[src/rtl/lp_pkg.sv]
package lp_pkg;

    typedef enum logic [2:0] {
        ST_IDLE,
        ST_SETUP,
        ST_STROBE,
        ST_DONE,
        ST_REJECT
    } lp_state_e;

    // Round a nanosecond interval up to whole clock cycles, never below one.
    function automatic int ns_to_cycles(input int ns, input int mhz);
        int c;
        c = (ns * mhz + 999) / 1000;
        return (c < 1) ? 1 : c;
    endfunction

    function automatic int max_int(input int a, input int b);
        return (a > b) ? a : b;
    endfunction

endpackage

[src/rtl/lp_timer.sv]
module lp_timer #(
    parameter int W = 4
) (
    input  logic         clk,
    input  logic         rst_n,
    input  logic         load,
    input  logic [W-1:0] load_val,
    output logic         zero
);
    logic [W-1:0] count;

    always_ff @(posedge clk or negedge rst_n) begin
        if (!rst_n)              count <= '0;
        else if (load)           count <= load_val;
        else if (count != '0)    count <= count - 1'b1;
    end

    assign zero = (count == '0);

    // The counter never rises except through a load.
    p_no_wrap_r4: assert property (@(posedge clk) disable iff (!rst_n)
        !load |=> (count <= $past(count)));
endmodule

[src/rtl/lp_capture.sv]
module lp_capture (
    input  logic clk,
    input  logic rst_n,
    input  logic clr,
    input  logic cap,
    input  logic d,
    output logic q
);
    always_ff @(posedge clk or negedge rst_n) begin
        if (!rst_n)   q <= 1'b0;
        else if (clr) q <= 1'b0;
        else if (cap) q <= d;
    end
endmodule

[src/rtl/lp_detect_seq.sv]
module lp_detect_seq
    import lp_pkg::*;
#(
    parameter int CLK_MHZ       = 50,
    parameter int SEL_SETUP_NS  = 100,
    parameter int STROBE_MIN_NS = 200,
    parameter int EVAL_WAIT_NS  = 100,
    parameter int NUM_CH        = 6,
    parameter int CH_W          = 3
) (
    input  logic            clk,
    input  logic            rst_n,
    input  logic            start_i,
    input  logic [CH_W-1:0] chan_i,
    input  logic            cmp_i,
    output logic [CH_W-1:0] sel_o,
    output logic            strobe_n_o,
    output logic            busy_o,
    output logic            done_o,
    output logic            load_found_o,
    output logic            chan_err_o
);
    localparam int SETUP_CYC = ns_to_cycles(SEL_SETUP_NS, CLK_MHZ);
    localparam int LOW_CYC   = max_int(ns_to_cycles(STROBE_MIN_NS, CLK_MHZ),
                                       ns_to_cycles(EVAL_WAIT_NS, CLK_MHZ));
    localparam int CNT_W     = $clog2(max_int(SETUP_CYC, LOW_CYC) + 1);
    localparam int RUN_W     = CNT_W + 1;
    localparam logic [CH_W:0] NUM_CH_L = (CH_W+1)'(NUM_CH);

    lp_state_e       state, state_nx;
    logic            tmr_load, tmr_zero;
    logic [CNT_W-1:0] tmr_val;
    logic            chan_ok, accept, capture;
    logic [CH_W-1:0] sel_q;
    logic            err_q;

    assign chan_ok = ({1'b0, chan_i} < NUM_CH_L);
    assign accept  = (state == ST_IDLE) && start_i;
    assign capture = (state == ST_STROBE) && tmr_zero;

    lp_timer #(.W(CNT_W)) u_timer (
        .clk      (clk),
        .rst_n    (rst_n),
        .load     (tmr_load),
        .load_val (tmr_val),
        .zero     (tmr_zero)
    );

    lp_capture u_result (
        .clk   (clk),
        .rst_n (rst_n),
        .clr   (accept),
        .cap   (capture),
        .d     (cmp_i),
        .q     (load_found_o)
    );

    // State register
    always_ff @(posedge clk or negedge rst_n) begin
        if (!rst_n) state <= ST_IDLE;
        else        state <= state_nx;
    end

    // Channel and error holding registers
    always_ff @(posedge clk or negedge rst_n) begin
        if (!rst_n) begin
            sel_q <= '0;
            err_q <= 1'b0;
        end else if (accept) begin
            err_q <= !chan_ok;
            if (chan_ok) sel_q <= chan_i;
        end
    end

    // Next state and timer control
    always_comb begin
        state_nx = state;
        tmr_load = 1'b0;
        tmr_val  = '0;
        unique case (state)
            ST_IDLE: begin
                if (start_i) begin
                    if (chan_ok) begin
                        state_nx = ST_SETUP;
                        tmr_load = 1'b1;
                        tmr_val  = CNT_W'(SETUP_CYC - 1);
                    end else begin
                        state_nx = ST_REJECT;
                    end
                end
            end
            ST_SETUP: begin
                if (tmr_zero) begin
                    state_nx = ST_STROBE;
                    tmr_load = 1'b1;
                    tmr_val  = CNT_W'(LOW_CYC - 1);
                end
            end
            ST_STROBE: begin
                if (tmr_zero) state_nx = ST_DONE;
            end
            ST_DONE:   state_nx = ST_IDLE;
            ST_REJECT: state_nx = ST_IDLE;
            default:   state_nx = ST_IDLE;
        endcase
    end

    // Outputs decoded from the state
    always_comb begin
        strobe_n_o = 1'b1;
        busy_o     = 1'b1;
        done_o     = 1'b0;
        unique case (state)
            ST_IDLE:   busy_o     = 1'b0;
            ST_SETUP:  ;
            ST_STROBE: strobe_n_o = 1'b0;
            ST_DONE:   done_o     = 1'b1;
            ST_REJECT: done_o     = 1'b1;
            default:   busy_o     = 1'b0;
        endcase
    end

    assign sel_o      = sel_q;
    assign chan_err_o = err_q;

    // ---------------- assertions ----------------
    logic [RUN_W-1:0] a_low_run, a_setup_run;

    always_ff @(posedge clk or negedge rst_n) begin
        if (!rst_n) begin
            a_low_run   <= '0;
            a_setup_run <= '0;
        end else begin
            a_low_run   <= !strobe_n_o ? a_low_run + 1'b1 : '0;
            a_setup_run <= !busy_o ? '0 :
                           (strobe_n_o && !done_o) ? a_setup_run + 1'b1 : a_setup_run;
        end
    end

    p_idle_strobe_high_r2: assert property (@(posedge clk) disable iff (!rst_n)
        !busy_o |-> strobe_n_o);

    p_sel_valid_r1: assert property (@(posedge clk) disable iff (!rst_n)
        !strobe_n_o |-> ({1'b0, sel_o} < NUM_CH_L));

    p_sel_stable_r3: assert property (@(posedge clk) disable iff (!rst_n)
        (!strobe_n_o && !$fell(strobe_n_o)) |-> $stable(sel_o));

    p_setup_time_r3: assert property (@(posedge clk) disable iff (!rst_n)
        $fell(strobe_n_o) |-> (a_setup_run >= RUN_W'(SETUP_CYC)));

    p_low_width_r4: assert property (@(posedge clk) disable iff (!rst_n)
        $rose(strobe_n_o) |-> (a_low_run == RUN_W'(LOW_CYC)));

    p_done_single_r6: assert property (@(posedge clk) disable iff (!rst_n)
        done_o |=> !done_o);

    p_done_ends_busy_r6: assert property (@(posedge clk) disable iff (!rst_n)
        done_o |=> !busy_o);

    p_reject_no_strobe_r7: assert property (@(posedge clk) disable iff (!rst_n)
        chan_err_o |-> strobe_n_o);

    p_result_hold_r9: assert property (@(posedge clk) disable iff (!rst_n)
        (!busy_o && !start_i) |=> $stable(load_found_o) && $stable(chan_err_o));
endmodule

[config.mk]
export PLATFORM = sky130hd
export DESIGN_NAME = lp_detect_seq
export DESIGN_NICKNAME = d
export VERILOG_FILES = /design/src/rtl/lp_pkg.sv /design/src/rtl/lp_timer.sv /design/src/rtl/lp_capture.sv /design/src/rtl/lp_detect_seq.sv
export SDC_FILE = /design/constraint.sdc
export NUM_CORES = 1
export LEC_CHECK = 0
export BUFFER_PORTS_ARGS = -buffer_cell sky130_fd_sc_hd__clkbuf_2
export CAP_MARGIN = 5
export CELL_PAD_IN_SITES_DETAIL_PLACEMENT = 0
export CELL_PAD_IN_SITES_GLOBAL_PLACEMENT = 2
export CORE_UTILIZATION = 34
export DETAILED_ROUTE_END_ITERATION = 10
export PLACE_DENSITY_LB_ADDON = 0.1
export SLEW_MARGIN = 20
export SYNTH_ARGS = -nofsm -noshare
export SYNTH_HDL_FRONTEND = slang
export SYNTH_SLANG_ARGS = --single-unit
[constraint.sdc]
create_clock -name clk -period 5.2 [get_ports clk]
set_input_delay 0 -clock clk [delete_from_list [all_inputs] [get_ports clk]]
set_output_delay 0 -clock clk [all_outputs]
set_load 0.1 [all_outputs]
==> run summary <==
After layout, the worst path uses 35.2% of the clock period. The tools report the total negative setup slack as 0 ns. Once the floorplan was initialized, standard cells occupied 37.2% of the core. The number of I/O pins is 15, and the floorplan die width is 45.9 um.

The worst hold path class is in2reg. The logs give 185 for the number of inserted filler cells in the final layout and 4 for the number of hold buffers added after cts. The dominant synthesized flop cell is sky130_fd_sc_hd__dfrtp_1.

The logs give 5.36 ns for the data required time of the worst path and 3 for the total CTS buffers. Across the routed clock network, the largest skew measured is 0.000473 ns. Number of violations of the max-capacitance limit: 0. The tools report the global-route wire length before repair as 2000 um. After synthesis, the most frequently instantiated cells are sky130_fd_sc_hd__dfrtp_1, sky130_fd_sc_hd__nand2_1, sky130_fd_sc_hd__nor2_1, sky130_fd_sc_hd__inv_1. The clock-pin slew reported for the worst setup and hold paths after clock tree synthesis is 0.07 ns. The worst setup path is launched from a flip-flop. The area growth from synthesis to final layout was 22.3%; the area share of the leading cell type in the synthesized netlist was 45.8%. The first routing iteration left 6 violations. The cell area that synthesis handed to floorplanning was 656 um2.

Global routing consumed, over all layers together, 13.8% of the routing resources. The mean cell area of the mapped netlist works out to 10.6 um2. Setup repair after global routing left no endpoint under its margin. The clock passes through at most 2 buffers. Synthesis handed over a netlist of 62 instances. The total area inside the core boundary comes to 1760 um2. The tools report the area enclosed by the die boundary as 2110 um2. In the final routed layout, each cell accounts on average for 11.6 um. The total area of multi-input combinational cells is 313 um2, and the floorplan row count is 15.

The tools report the combined flip-flop and latch cell area as 300 um2. The number of pins exceeding their max-slew limit in the final report came out at 0. The number of setup violations in the final report was 0. For this run, the register share of the synthesized area comes to 45.8%.

The DRC violation count after routing was 0; the total of flip-flops plus latches after synthesis was 12. Data on the critical path arrives at its endpoint at 1.99 ns. The first detailed-routing pass ran for 4 iterations. By area the synthesized netlist is led by sky130_fd_sc_hd__dfrtp_1, sky130_fd_sc_hd__buf_6, sky130_fd_sc_hd__mux2_2, sky130_fd_sc_hd__nand2_1, sky130_fd_sc_hd__nor2_8.

In the final layout, the share of cells above drive strength 1 is 32.5%. Summed over all layers, the routed wires come to 1220 um. STA classifies the critical path endpoint as a flip-flop. In the synthesized netlist the async set-or-reset flop fraction comes to 100%. The buffers inserted during post-CTS setup optimization was 0.

The total number of clock tree sinks was 12. The number of antenna violations at the first check in global routing is 0, and the number of vias per cell is 4.71. The count of flip-flops with a built-in enable after synthesis is 0. The post-layout net count is 89, and the highest fanout seen on the critical path is 9. The die span in y was 45.9 um; the number of vias in the routed layout was 495. The congestion estimate from routability-driven global placement came to 0.735. The pin slew with the least headroom to its limit is 0.544 ns, and the maximum number of pins on one net before global-route repair is 13. The number of levels in the clock H-tree is 1.

Detailed placement finished with a half-perimeter wire length of 903 um. For the number of global-route vias before repair, the log shows 461. sky130_fd_sc_hd__dfrtp_1 takes more of the synthesized area than any other cell. Most common cell in the netlist: sky130_fd_sc_hd__dfrtp_1. The clock root buffer is sky130_fd_sc_hd__clkbuf_4.

Once the clock tree was built, the resizer swapped 0 gates to a different size. During placement, the flow inserted port buffers numbering 14. 0 antenna diodes ended up in the layout. For the peak clock frequency supported by timing, the log shows 0.547 GHz.

For the count of distinct cell types in the synthesized netlist, the log shows 30. After global routing the overflow that remains totals 0. In this run the remaining antenna-violating nets after routing total 0.

The logs give 0.27 ns for the insertion delay of the later-clocked pin in the worst-skew pair and 63.9% for the relative slew slack. The flow ran to the end, and the final reports show no timing, DRC or antenna violations. The final hold violation count was 0.

After layout, the minimum clock period comes to 1.83 ns. When the netlist entered floorplanning its net count stood at 70. The critical path class was reg2reg.

For this run, the number of Yosys warnings is 0. TritonCTS built the clock tree.
==> routing by layer <==
layer / share of wire, % / track usage, %
met1: 52 / 18.6
met2: 43 / 20.0
met3: 3.8 / 5.95
met4: 0.99 / 3.53
met5: 0 / 0
==> final cells by class <==
| class | instances | area share, % |
|---|---|---|
| tap | 25 | 3.90 |
| multi-input combinational | 43 | 39.0 |
| timing repair buffer | 18 | 13.7 |
| sequential | 12 | 37.4 |
| inverter | 3 | 1.40 |
| clock buffer | 4 | 4.52 |
==> path summary, 6_finish.rpt <==
kind,slack [ns],to,depth (start not counted),from
max in group asynchronous,4.83,sel_o[2],2,rst_n
worst max register to register,3.37,u_result.q,5,u_timer.count[0]
worst min register to register,0.49,chan_err_o,1,chan_err_o
worst min-delay path,0.01,state[2],3,chan_i[1]
worst max-delay path,3.37,u_result.q,5,u_timer.count[0]
min in group asynchronous,0.15,state[0],2,rst_n
==> worst max-delay path, stage by stage, from the launching register on <==
cell and delay [ns]:
sky130_fd_sc_hd__dfrtp_1 0.41, sky130_fd_sc_hd__inv_1 0.07, sky130_fd_sc_hd__ha_1 0.17, sky130_fd_sc_hd__nor3b_2 0.46, sky130_fd_sc_hd__mux2_2 0.39, sky130_fd_sc_hd__a22o_1 0.22
==> cell families (layout without fill, tap and decap cells) <==
| family | Yosys count | after routing | share of synthesized area [%] |
|---|---|---|---|
| muxes | 3 | 3 | 5.72 |
| xor gates and xnor gates | 2 | 2 | 2.67 |
| buffers and inverters | 7 | 25 | 6.49 |
| DFF | 12 | 12 | 45.8 |
| AOI/OAI and AO/OA | 13 | 13 | 14.1 |
| adders and majority gates | 1 | 1 | 1.91 |
| and+or+nand+nor | 24 | 24 | 23.3 |
==> state kept, by name, summed over array words and instances (netlist names) <==
signal and flops:
u_result.q 1, chan_err_o 1, state 3, u_timer.count 4, sel_o 3
==> through the flow <==
step | instance area (um2) | setup WS (ns) | cells | utilization [%] | hold WS, ns
final | 802 | 3.37 | 105 | 45.5 | 0.0135
after global placement | 726 | 3.42 | 97 | 41.1 | -0.0884
after floorplan | 656 | 2.50 | 62 | - | -0.296
after detailed placement | 726 | 3.38 | 97 | 41.1 | -0.0942
after global routing | 802 | 3.29 | 105 | 45.5 | 0.0217
after CTS | 802 | 3.38 | 105 | 45.5 | 0.00340
==> cell usage in the layout, fill, tap and decap left out, drive strengths merged, types with 3 or more instances in the layout <==
| cell type | Yosys | final |
|---|---|---|
| dfrtp | 12 | 12 |
| nand2 | 6 | 6 |
| mux2 | 3 | 3 |
| inv | 3 | 3 |
| clkbuf | 1 | 18 |
| nor3b | 3 | 3 |
| nor2 | 6 | 6 |
| dlygate4sd3 | 0 | 4 |
Power is not shown: default switching activity piles up to over one toggle a cycle in this logic, so the estimate is an artifact.
